`config.mk`:
```
export PLATFORM = sky130hd
export DESIGN_NAME = tourney_bp
export DESIGN_NICKNAME = d
export VERILOG_FILES = /design/src/rtl/tbp_pkg.sv /design/src/rtl/tbp_ctr_table.sv /design/src/rtl/tbp_hist_table.sv /design/src/rtl/tbp_ghr.sv /design/src/rtl/tourney_bp.sv
export SDC_FILE = /design/constraint.sdc
export NUM_CORES = 1
export LEC_CHECK = 0
export BUFFER_PORTS_ARGS = -buffer_cell sky130_fd_sc_hd__buf_2
export CORE_MARGIN = 3
export CORE_UTILIZATION = 45
export DETAILED_ROUTE_END_ITERATION = 10
export PLACE_DENSITY = 0.67
export SYNTH_ARGS = -nofsm -noshare
export SYNTH_HDL_FRONTEND = slang
export SYNTH_SLANG_ARGS = --single-unit
```
`constraint.sdc`:
```
create_clock -name clk_i -period 2.2 [get_ports clk_i]
set_input_delay 0.11 -clock clk_i [delete_from_list [all_inputs] [get_ports clk_i]]
set_output_delay 0.11 -clock clk_i [all_outputs]
set_load 0.02 [all_outputs]
```
`src/rtl/tbp_pkg.sv`:
```
package tbp_pkg;
  localparam int unsigned CTR_W = 2;
  typedef logic [CTR_W-1:0] ctr_t;
  localparam ctr_t CTR_MIN  = '0;
  localparam ctr_t CTR_MAX  = '1;
  localparam ctr_t CTR_INIT = ctr_t'(1);

  function automatic ctr_t ctr_move(ctr_t c, logic up);
    if (up) return (c == CTR_MAX) ? c : c + ctr_t'(1);
    else    return (c == CTR_MIN) ? c : c - ctr_t'(1);
  endfunction
endpackage

```
`src/rtl/tbp_ctr_table.sv`:
```
module tbp_ctr_table
  import tbp_pkg::*;
#(
  parameter int unsigned IDX_W = 3
) (
  input  logic             clk_i,
  input  logic             rst_ni,
  input  logic [IDX_W-1:0] rd_idx_i,
  output ctr_t             rd_ctr_o,
  input  logic             upd_en_i,
  input  logic [IDX_W-1:0] upd_idx_i,
  input  logic             upd_up_i
);
  localparam int unsigned DEPTH = 1 << IDX_W;

  ctr_t ent [DEPTH];

  for (genvar gi = 0; gi < DEPTH; gi++) begin : g_ent
    ctr_t q;
    always_ff @(posedge clk_i or negedge rst_ni) begin
      if (!rst_ni)                                    q <= CTR_INIT;
      else if (upd_en_i && upd_idx_i == IDX_W'(gi))   q <= ctr_move(q, upd_up_i);
    end
    assign ent[gi] = q;
  end

  assign rd_ctr_o = ent[rd_idx_i];
endmodule

```
`src/rtl/tbp_hist_table.sv`:
```
module tbp_hist_table #(
  parameter int unsigned IDX_W  = 3,
  parameter int unsigned HIST_W = 3
) (
  input  logic              clk_i,
  input  logic              rst_ni,
  input  logic [IDX_W-1:0]  rd_idx_i,
  output logic [HIST_W-1:0] rd_hist_o,
  input  logic              wr_en_i,
  input  logic [IDX_W-1:0]  wr_idx_i,
  input  logic [HIST_W-1:0] wr_hist_i
);
  localparam int unsigned DEPTH = 1 << IDX_W;

  logic [HIST_W-1:0] ent [DEPTH];

  for (genvar gi = 0; gi < DEPTH; gi++) begin : g_ent
    logic [HIST_W-1:0] q;
    always_ff @(posedge clk_i or negedge rst_ni) begin
      if (!rst_ni)                                   q <= '0;
      else if (wr_en_i && wr_idx_i == IDX_W'(gi))    q <= wr_hist_i;
    end
    assign ent[gi] = q;
  end

  assign rd_hist_o = ent[rd_idx_i];
endmodule

```
`src/rtl/tbp_ghr.sv`:
```
module tbp_ghr #(
  parameter int unsigned GHR_W = 3
) (
  input  logic             clk_i,
  input  logic             rst_ni,
  input  logic             upd_en_i,
  input  logic             restore_i,
  input  logic [GHR_W-1:0] snap_i,
  input  logic             taken_i,
  output logic [GHR_W-1:0] ghr_o
);
  logic [GHR_W-1:0] base;

  // mispredict: rebuild from the prediction-time copy
  assign base = restore_i ? snap_i : ghr_o;

  always_ff @(posedge clk_i or negedge rst_ni) begin
    if (!rst_ni)       ghr_o <= '0;
    else if (upd_en_i) ghr_o <= {base[GHR_W-2:0], taken_i};
  end
endmodule

```
`src/rtl/tourney_bp.sv`:
```
module tourney_bp
  import tbp_pkg::*;
#(
  parameter int unsigned PC_W    = 32,
  parameter int unsigned IDX_LSB = 2,
  parameter int unsigned IDX_W   = 3,
  parameter int unsigned HIST_W  = 3,
  parameter int unsigned GHR_W   = 3,
  parameter int unsigned SNAP_W  = HIST_W + GHR_W + 3
) (
  input  logic              clk_i,
  input  logic              rst_ni,
  input  logic [PC_W-1:0]   look_pc_i,
  output logic              pred_taken_o,
  output logic [SNAP_W-1:0] pred_snap_o,
  input  logic              res_valid_i,
  input  logic [PC_W-1:0]   res_pc_i,
  input  logic              res_taken_i,
  input  logic [SNAP_W-1:0] res_snap_i
);
  localparam int unsigned G_LSB  = HIST_W;
  localparam int unsigned LP_BIT = HIST_W + GHR_W;
  localparam int unsigned GP_BIT = LP_BIT + 1;
  localparam int unsigned FP_BIT = LP_BIT + 2;

  logic [IDX_W-1:0]  look_idx, res_idx;
  logic [HIST_W-1:0] look_lhist, res_lhist;
  logic [GHR_W-1:0]  ghr, res_ghr;
  ctr_t              lctr, gctr, sel_ctr;
  logic              lpred, gpred, fpred;
  logic              res_lp, res_gp, res_fp, mispred, disagree;

  assign look_idx = look_pc_i[IDX_LSB +: IDX_W];
  assign res_idx  = res_pc_i[IDX_LSB +: IDX_W];

  assign res_lhist = res_snap_i[HIST_W-1:0];
  assign res_ghr   = res_snap_i[G_LSB +: GHR_W];
  assign res_lp    = res_snap_i[LP_BIT];
  assign res_gp    = res_snap_i[GP_BIT];
  assign res_fp    = res_snap_i[FP_BIT];
  assign mispred   = res_fp ^ res_taken_i;
  assign disagree  = res_lp ^ res_gp;

  tbp_hist_table #(.IDX_W(IDX_W), .HIST_W(HIST_W)) u_lhist (
    .clk_i     (clk_i),
    .rst_ni    (rst_ni),
    .rd_idx_i  (look_idx),
    .rd_hist_o (look_lhist),
    .wr_en_i   (res_valid_i),
    .wr_idx_i  (res_idx),
    .wr_hist_i ({res_lhist[HIST_W-2:0], res_taken_i})
  );

  tbp_ctr_table #(.IDX_W(HIST_W)) u_lpht (
    .clk_i     (clk_i),
    .rst_ni    (rst_ni),
    .rd_idx_i  (look_lhist),
    .rd_ctr_o  (lctr),
    .upd_en_i  (res_valid_i),
    .upd_idx_i (res_lhist),
    .upd_up_i  (res_taken_i)
  );

  tbp_ghr #(.GHR_W(GHR_W)) u_ghr (
    .clk_i     (clk_i),
    .rst_ni    (rst_ni),
    .upd_en_i  (res_valid_i),
    .restore_i (mispred),
    .snap_i    (res_ghr),
    .taken_i   (res_taken_i),
    .ghr_o     (ghr)
  );

  tbp_ctr_table #(.IDX_W(GHR_W)) u_gpht (
    .clk_i     (clk_i),
    .rst_ni    (rst_ni),
    .rd_idx_i  (ghr),
    .rd_ctr_o  (gctr),
    .upd_en_i  (res_valid_i),
    .upd_idx_i (res_ghr),
    .upd_up_i  (res_taken_i)
  );

  // chooser: up = trust global, trained only on disagreement
  tbp_ctr_table #(.IDX_W(IDX_W)) u_sel (
    .clk_i     (clk_i),
    .rst_ni    (rst_ni),
    .rd_idx_i  (look_idx),
    .rd_ctr_o  (sel_ctr),
    .upd_en_i  (res_valid_i && disagree),
    .upd_idx_i (res_idx),
    .upd_up_i  (res_gp == res_taken_i)
  );

  assign lpred = lctr[CTR_W-1];
  assign gpred = gctr[CTR_W-1];
  assign fpred = sel_ctr[CTR_W-1] ? gpred : lpred;

  assign pred_taken_o = fpred;
  assign pred_snap_o  = {fpred, gpred, lpred, ghr, look_lhist};
endmodule

```
==> results.md <==
- Lkg Pwr: 2.01 nW
- Required time of the worst setup path: 2.09 ns
- Cts bufs inserted: 9
- Longest Clk Path Bufs: 2
- Violated checks: negative setup slack
- DR vias/cell: 6.10
- Setup Skew: 0.0108 ns
- Minimum clock period: 2.53 ns
- Post-synth design cell area: 4680 sq um
- Total Power: 3.47 mW
- Cell Rows: 36
- Hold slack: 0.0850 ns
- Worst setup EP type: output port
- GPL Wtd Cong: 0.793
- Number of fill cells in the layout: 892
- Share of cells above drive strength 1: 20.5%
- Setup CP Type: flop to output port
- Period utilization: 115%
- Final hold vios: 0
- Mapped Cells: 532
- Crit Path Max Fanout: 5
- CTS tree: done
- #FFs+latches synth: 75
- Die Wd: 108 um
- CTS root buf: clkbuf_8
- DRC: 0
- PwrDens: 668 nW/um^2
- Asr flop ratio synth: 100%
- Setup tns final: -0.925 ns
- Die Ht: 108 um
- Clock Sinks: 75
- # port buffers: 28
- Synth top area share: 27.3%
- RSZ-0062 raised after global routing: true
- FMAX: 0.396 GHz
- ANT nets after route: 0
- Initial antenna violation count: 0
- Area Overhead vs Synth: 10.9%
- Max_slew headroom: 35.2%
- Yosys warns: 0
- Arrival @ worst endpoint: 2.42 ns
- Layout Nets: 624
- CTS clk-pin slew, worst paths: 0.09 ns
- Design area: 5190 sq um
- Diode count: 0
- Die area: 11700 sq um
- Core area: 9950 sq um
- Syn nets: 609
- 1st-pass router iterations: 7
- Max VDD drop: 0.000315 V
- Post-layout util: 52.2%
- Placed Area: 4940 sq um
- Drt total wl: 11.4 mm
- Hold/Removal Path Class: input port to flop
- Dominant cells by area after synthesis: dfrtp_1 27%, dfstp_2 13%, o21ai_0 6.8%, a21oi_1 6.2%, nand2_1 5.0%
- CP startpoint kind: flop
- Synth cell types: 49
- I/O pin count: 87
- Total track usage: 20.2%
- Outcome: finished with violations
- Global-route wire length before repair: 19.0 mm
- Synth Flop Type: dfrtp_1
- Count of pins over their slew limit: 0
- Syn_area_per_cell: 8.80 sq um
- Initial core utilization: 47.0%
- Pin count of the biggest net entering global routing: 76
- Final setup fails: 3
- Iteration-0 DRC Markers: 396
- HPWL after detailed placement: 7.45 mm
- Worst slew pin tran: 0.972 ns
- Setup ws final: -0.328 ns
- Number of global-route vias before repair: 3927
- Clk_lat worst skew: 0.35 ns
- Register area share after synthesis: 40.7%
- H-tree levels: 3
- Via Count: 4181
- Routed len/inst: 16.6 um
- Max cap viols: 0
- Yosys top cell by area: dfrtp_1
- Post-synth EDFFs: 0
- Total congestion overflow: 0
registers in the layout, indices dropped and copies added, names as in the netlist:
| name | count |
|---|---|
| u_lpht.g_ent.q | 16 |
| u_gpht.g_ent.q | 16 |
| u_lhist.g_ent.q | 24 |
| u_sel.g_ent.q | 16 |
| u_ghr.ghr_o | 3 |
power by group:
| part | total [mW] | leakage [nW] | internal [mW] | switching [mW] |
|---|---|---|---|---|
| clock | 1.10 | 0.0922 | 0.560 | 0.540 |
| combinational | 0.738 | 1.07 | 0.348 | 0.391 |
| sequential | 1.63 | 0.853 | 1.53 | 0.101 |
worst paths after layout:
| check | start | slack (ns) | cells past startpoint | to |
|---|---|---|---|---|
| worst max-delay path | u_lhist.g_ent[7].q[0] | -0.33 | 7 | pred_snap_o[8] |
| worst min-delay path | res_snap_i[4] | 0.08 | 3 | u_ghr.ghr_o[2] |
| worst max register to register | u_sel.g_ent[7].q[0] | 0.78 | 4 | u_sel.g_ent[7].q[0] |
| worst min register to register | u_lhist.g_ent[3].q[2] | 0.47 | 2 | u_lhist.g_ent[3].q[2] |
| max in group asynchronous | rst_ni | 1.03 | 3 | u_sel.g_ent[5].q[0] |
| min in group asynchronous | rst_ni | 0.42 | 2 | u_ghr.ghr_o[2] |
through the flow:
stage               setup WS [ns]  instances
CTS                        -0.346        685
detailed placement        -0.0741        665
floorplan                  0.0248        532
global route               -0.433        685
finish                     -0.328        685
global placement           0.0246        665
critical path, cell delays in order, from the launching register on:
cell     delay (ns)
dfrtp_1        0.35
mux2i_1        0.09
mux4_2         0.59
mux2i_1        0.23
mux2i_1        0.10
mux2_4         0.29
mux2_4         0.28
buf_6          0.13
metal layers:
| metal | global-route usage [%] | vias up | share of wire, % |
|---|---|---|---|
| li1 | - | 1997 | - |
| met1 | 26.0 | 2049 | 45 |
| met2 | 34.4 | 116 | 50 |
| met3 | 4.06 | 19 | 4.1 |
| met4 | 6.31 | 0 | 1.6 |
| met5 | 0 | - | 0 |
kinds of logic (layout without fill, tap and decap cells):
family                 count (synthesis)  count (layout)  synth area share [%]
AO/OA/AOI/OAI                        194             194                  24.6
multiplexers                          39              39                  11.9
AND/OR/NAND/NOR                      171             171                  18.1
flip-flops                            75              75                  40.7
buffers and inverters                 52              72                  4.62
XOR/XNOR                               1               1                 0.187
synth_stat cells (all sizes together), types with 2 or more instances:
master	n
clkbuf	37
or3	2
o31a	2
nor4bb	3
o21ai	64
o31ai	2
and4b	3
a31oi	13
dfstp	24
nor3b	11
a211oi	8
nand2	62
or2	2
o21a	7
nand3b	4
nand4	4
o221a	3
dfrtp	51
nand3	6
nor2	46
buf	6
o211ai	5
o221ai	6
o41ai	2
inv	8
mux4	9
a21oi	58
a41oi	5
a221oi	2
mux2i	12
nor2b	5
mux2	18
nand4b	3
o22ai	15
nand2b	11
nor3	5
final cells by class:
class | count | area, sq um | share of cell area, %
Clock inverter | 5 | 61.3 | 1.18
Inverter | 9 | 33.8 | 0.651
Tap cell | 133 | 166 | 3.20
Timing Repair Buffer | 47 | 323 | 6.22
Multi-Input combinational cell | 405 | 2560 | 49.3
Sequential cell | 75 | 1910 | 36.7
Clock buffer | 11 | 141 | 2.72
repair_timing:
item,4_1_cts,5_1_grt
hold endpoints to repair,51,0
endpoints found under the setup margin,3,3
pin swaps,0,0
setup buffers,3,0
hold buffers,1,0
gates resized for setup,8,0
cell usage in the layout (no fill, tap or decap), types with 4 or more instances in the layout:
| cell | n |
|---|---|
| o21a_1 | 7 |
| dfrtp_1 | 51 |
| nor3_1 | 5 |
| mux4_2 | 4 |
| nand3_1 | 6 |
| mux4_1 | 5 |
| o211ai_1 | 5 |
| nand3b_1 | 4 |
| buf_6 | 4 |
| buf_2 | 24 |
| a21oi_1 | 58 |
| a31oi_1 | 13 |
| a211oi_1 | 8 |
| nand2_1 | 62 |
| dfstp_2 | 24 |
| nor2_1 | 46 |
| a41oi_1 | 5 |
| o21ai_0 | 64 |
| mux2_2 | 15 |
| clkbuf_8 | 10 |
| inv_1 | 8 |
| nor3b_1 | 11 |
| buf_4 | 17 |
| mux2i_1 | 12 |
| nor2b_1 | 5 |
| nand4_1 | 4 |
| o221ai_1 | 6 |
| nand2b_1 | 11 |
| o22ai_1 | 15 |
(Power assumes the default switching activity.)
